--- src/rtl/trio_timer_pkg.sv ---
package trio_timer_pkg;
  localparam int NUM_TMR   = 3;
  localparam int ADDR_W    = 3;
  localparam int DATA_W    = 8;
  localparam int OFF_CTRL  = 0;
  localparam int OFF_STAT  = 1;
  localparam int OFF_TMR0  = 2;
  localparam int START_BIT = 7;

  typedef struct packed {
    logic               start;
    logic [NUM_TMR-1:0] ack;
    logic               rdStb;
    logic [ADDR_W-1:0]  rdAddr;
  } tmr_ctl_t;

  function automatic logic [DATA_W-1:0] constByte(input logic [ADDR_W-1:0] a);
    case (a)
      3'd2:    return 8'd0;
      3'd3:    return 8'd31;
      3'd4:    return 8'd12;
      3'd5:    return 8'd127;
      3'd6:    return 8'd3;
      3'd7:    return 8'd32;
      default: return 8'd0;
    endcase
  endfunction
endpackage

--- src/rtl/trio_timer_ctrl.sv ---
module trio_timer_ctrl
  import trio_timer_pkg::*;
(
  input  logic              wrEn,
  input  logic              rdEn,
  input  logic [ADDR_W-1:0] addr,
  input  logic [DATA_W-1:0] wrData,
  output tmr_ctl_t          ctl
);
  always_comb begin
    ctl        = '0;
    ctl.start  = wrEn && (addr == ADDR_W'(OFF_CTRL)) && wrData[START_BIT];
    ctl.rdStb  = rdEn;
    ctl.rdAddr = addr;
    for (int i = 0; i < NUM_TMR; i++) begin
      ctl.ack[i] = rdEn && (addr == ADDR_W'(OFF_TMR0 + 2 * i + 1));
    end
  end
endmodule

--- src/rtl/trio_timer_datapath.sv ---
module trio_timer_datapath
  import trio_timer_pkg::*;
#(
  parameter int CNT_W = 12,
  parameter logic [NUM_TMR*CNT_W-1:0] RELOAD_VEC = '0
) (
  input  logic               clk,
  input  logic               rstN,
  input  logic               tick,
  input  tmr_ctl_t           ctl,
  output logic [DATA_W-1:0]  rdData,
  output logic [NUM_TMR-1:0] flags,
  output logic               running
);
  always_ff @(posedge clk) begin
    if (!rstN)          running <= 1'b0;
    else if (ctl.start) running <= 1'b1;
  end

  for (genvar i = 0; i < NUM_TMR; i++) begin : g_tmr
    localparam logic [CNT_W-1:0] RLD = RELOAD_VEC[i*CNT_W +: CNT_W];
    logic [CNT_W-1:0] cnt;
    logic             flagQ;
    logic             step;
    logic             expire;

    assign step   = running && tick;
    assign expire = step && (cnt == CNT_W'(1));

    always_ff @(posedge clk) begin
      if (!rstN) begin
        cnt   <= RLD;
        flagQ <= 1'b0;
      end else begin
        if (expire)    cnt <= RLD;
        else if (step) cnt <= cnt - CNT_W'(1);
        flagQ <= expire | (flagQ & ~ctl.ack[i]);
      end
    end
    assign flags[i] = flagQ;
  end

  always_ff @(posedge clk) begin
    if (!rstN) begin
      rdData <= '0;
    end else if (ctl.rdStb) begin
      if (ctl.rdAddr == ADDR_W'(OFF_STAT))
        rdData <= DATA_W'(flags);
      else
        rdData <= constByte(ctl.rdAddr);
    end
  end
endmodule

--- src/rtl/reload_timer_trio.sv ---
module reload_timer_trio
  import trio_timer_pkg::*;
#(
  parameter int RELOAD_0 = 32,
  parameter int RELOAD_1 = 3200,
  parameter int RELOAD_2 = 801
) (
  input  logic       clk,
  input  logic       rstN,
  input  logic       tick,
  input  logic       wrEn,
  input  logic       rdEn,
  input  logic [2:0] addr,
  input  logic [7:0] wrData,
  output logic [7:0] rdData,
  output logic       irq
);
  localparam int MAX_A  = (RELOAD_0 > RELOAD_1) ? RELOAD_0 : RELOAD_1;
  localparam int MAX_R  = (MAX_A > RELOAD_2) ? MAX_A : RELOAD_2;
  localparam int CNT_W  = $clog2(MAX_R + 1);
  localparam logic [NUM_TMR*CNT_W-1:0] RELOAD_VEC =
    {CNT_W'(RELOAD_2), CNT_W'(RELOAD_1), CNT_W'(RELOAD_0)};

  tmr_ctl_t           ctl;
  logic [NUM_TMR-1:0] flags;
  logic               running;

  trio_timer_ctrl u_ctrl (
    .wrEn   (wrEn),
    .rdEn   (rdEn),
    .addr   (addr),
    .wrData (wrData),
    .ctl    (ctl)
  );

  trio_timer_datapath #(
    .CNT_W      (CNT_W),
    .RELOAD_VEC (RELOAD_VEC)
  ) u_dp (
    .clk     (clk),
    .rstN    (rstN),
    .tick    (tick),
    .ctl     (ctl),
    .rdData  (rdData),
    .flags   (flags),
    .running (running)
  );

  assign irq = |flags;
endmodule

--- config.mk ---
export PLATFORM = sky130hd
export DESIGN_NAME = reload_timer_trio
export DESIGN_NICKNAME = d
export VERILOG_FILES = /design/src/rtl/trio_timer_pkg.sv /design/src/rtl/trio_timer_ctrl.sv /design/src/rtl/trio_timer_datapath.sv /design/src/rtl/reload_timer_trio.sv
export SDC_FILE = /design/constraint.sdc
export NUM_CORES = 1
export LEC_CHECK = 0
export ABC_AREA = 1
export BUFFER_PORTS_ARGS = -buffer_cell sky130_fd_sc_hd__buf_2
export CAP_MARGIN = 15
export CORE_MARGIN = 1.5
export CORE_UTILIZATION = 35
export DETAILED_ROUTE_END_ITERATION = 10
export GPL_TIMING_DRIVEN = 1
export PLACE_DENSITY_LB_ADDON = 0.15
export SLEW_MARGIN = 20
export SYNTH_ARGS = -nofsm -noshare
export SYNTH_HDL_FRONTEND = slang
export SYNTH_SLANG_ARGS = --single-unit
--- constraint.sdc ---
create_clock -name clk -period 3.5 [get_ports clk]
set_input_delay 0.525 -clock clk [delete_from_list [all_inputs] [get_ports clk]]
set_output_delay 0.525 -clock clk [all_outputs]
set_load 0.05 [all_outputs]
==> metrics.txt <==
layout cell share with drive strength beyond 1=a little under an eighth; core box area=between 0.006 and 0.007 sq mm; EDFF count, synth=0; I/O pins=25; vias in the first global route=slightly below 2k; synth warn=0; Avg WL per Cell=11.1 um; fin crit share=between 50% and 60%; Via Count=2,122; first-pass GRT wire length=slightly below 9 mm; FFs w/ async S/R, synth=0%; Worst Path Required=2.97 ns; Pwr Density=about 370 mW/mm^2; Synth Cell Area=0.00240 sq mm; top cell type's share of synthesized area=39.2%; Avg Inst Size Synth=approximately 7 sq um; Hold-fix buffers, CTS=0; nets=between 300 and 400; Tmin final=about 1.8 ns; most frequent cell after synthesis=nand2_1; GRT Max-Usage Layer=met2; M2 GR Usage=24.5%; # H-tree levels=2; ant diodes=0; Sum Neg Setup Slack=0 ns; Post-DRT Antenna Nets=0; first-iteration detailed-routing DRC count=69; multi-input combinational cell area=roughly 0.0013 sq mm; Setup CP Type=flop to output pin; CTS Buffer Depth=2; root buf cell=clkbuf_8; worst vdd ir=between 0.15 and 0.2 mV; register area share after synthesis=about 40%; Max Cap Violations=0; final WL=4.97 mm; adder-cell share of the synthesized area=around 3.1%; crit-path max FO=3; post-synthesis mux area share=0%; Power, Total=959 uW; Global Route Usage Sum=between 15 and 20%; setup bufs post-CTS=0; Die H=around 86 um; crit path cell chain=or3_1, buf_2; DRC violations left=0; Slew Viols, Final=0; initial antenna violation count=0; Data arrival, critical path=approximately 1.2 ns; Seq cells post-synth=47; PortBufs=16; leakage power=between 0.001 and 0.0015 uW; Die Wd=~86 um; Worst path slowest cell=or3_1; GR Util met3=about 3.5%; Crit. End Element=output pin; Overflow after GRT=0; Synth area leader=dfxtp_1; CP Launch Type=flop; num rows=29; Simple-Gate Fraction of Synth Area=38.9%; starting density of the core=~37%; cts repair resizes=0; largest net degree at the start of global routing=15; Reg clk slew, reported paths=about 0.09 ns; largest family of logic cells by synthesized area=simple AND/OR/NAND/NOR gates; Inserted Clock Buffers=5; CP peak stage delay=0.37 ns; instance count of the mapped netlist=351; Unique masters post-synth=30; Synthesized Nets=373; drt via density=around 4.8; met1 GRT Util=20.0%; # fillers=703; R2R Path Start=u_dp.running; run status=complete, no violations; CP Launch Point=u_dp.g_tmr[2].flagQ; drt pass-1 iters=4; Storage cell area=about 940 sq um; Area Growth Syn to Fin=9.34%; die area=between 0.007 and 0.008 sq mm; RD Place Congestion=0.796; top post-synthesis cells by count=nand2_1 (85), nor2_1 (56), dfxtp_1 (47), inv_1 (39), nand3_1 (27); Worst-Skew Late Latency=a little over 0.3 ns; Hold WC Path Type=flop to flop; final setup fails=0; Max Fclk=approximately 0.57 GHz; Synth Area in XOR/XNOR=~1.5%; fraction of the mapped netlist area in compound gates=9.02%; synth top area cells=dfxtp_1 (39%), nand2_1 (13%), nor2_1 (8.8%), inv_1 (6.1%), nand3_1 (5.6%); CTS tree=done; Hold WS=approximately 0.47 ns; hold_sp=u_dp.rdData[6]; clock sinks=47; Post-DP HPWL=approximately 3.7 mm; Synth Flop Type=dfxtp_1; count of final hold-check violations=0; clock skew=between 0.01 and 0.015 ns; RSZ-0062 raised after global routing=no
==> layout make-up <==
type	count	area share, %
clock buffers	6	3.15
clock inverters	1	0.191
inverters	40	5.92
multi-input cells	259	48.1
flip-flops and latches	47	35.9
well taps	77	3.67
repair buffers	16	3.05
==> registers in the layout, summed over array words and instances, names as in the netlist <==
register / cells
u_dp.g_tmr.cnt: 36
u_dp.g_tmr.flagQ: 3
u_dp.rdData: 7
u_dp.running: 1
==> path summary, 6_finish.rpt <==
path	endpoint	slack, ns	cells after the start
hold reg to reg	u_dp.rdData[6]	0.47	2
hold / removal	u_dp.rdData[6]	0.47	2
setup reg to reg	u_dp.g_tmr[0].cnt[11]	2.08	7
setup / recovery	irq	1.75	2
==> through the flow <==
step                setup WS (ns)  cells  utilization (%)  area [sq um]
floorplan                    2.10    351                -          2400
global placement             1.85    439             39.0          2530
detailed placement           1.84    439             39.0          2530
CTS                          1.73    446             40.4          2620
global route                 1.68    446             40.4          2620
finish                       1.75    446             40.4          2620
==> cells in the final DEF (no fill, tap or decap), drive strengths merged <==
cell	count
ha	6
nand3b	2
nand4	7
clkbuf	6
o21bai	1
or3	1
a21oi	26
xor2	4
nor3	5
nand2	91
or2	5
dfxtp	47
o31ai	1
inv	40
o21ai	11
and2	1
buf	16
nor2	66
conb	1
nand3	29
a31oi	2
clkinv	1
==> logic make-up after synthesis <==
kind of cell / count (synthesis)
AND/OR/NAND/NOR: 207
flip-flops: 47
buffers and inverters: 45
AO/OA/AOI/OAI: 41
adder cells (fa/ha/maj): 6
XOR/XNOR: 4
other: 1
==> layer usage <==
layer  vias up  wire [um]
met3         6        117
li1       1151          -
met1       950       2570
met4         0         62
met5         -          0
met2        15       2220
==> report_power, final <==
| group | internal [uW] | switching, uW | total, uW |
|---|---|---|---|
| clock network | 155 | 182 | 338 |
| registers | 542 | 4.57 | 546 |
| logic | 18.6 | 56.7 | 75.3 |
==> worst max-delay path, delay by kind of cell, from the launching register on <==
kind,cells,cell delay [ns]
buffers and inverters,1,0.22
flip-flops,1,0.33
AND/OR/NAND/NOR,1,0.37
Note: power is estimated with default switching activity, not from simulation.
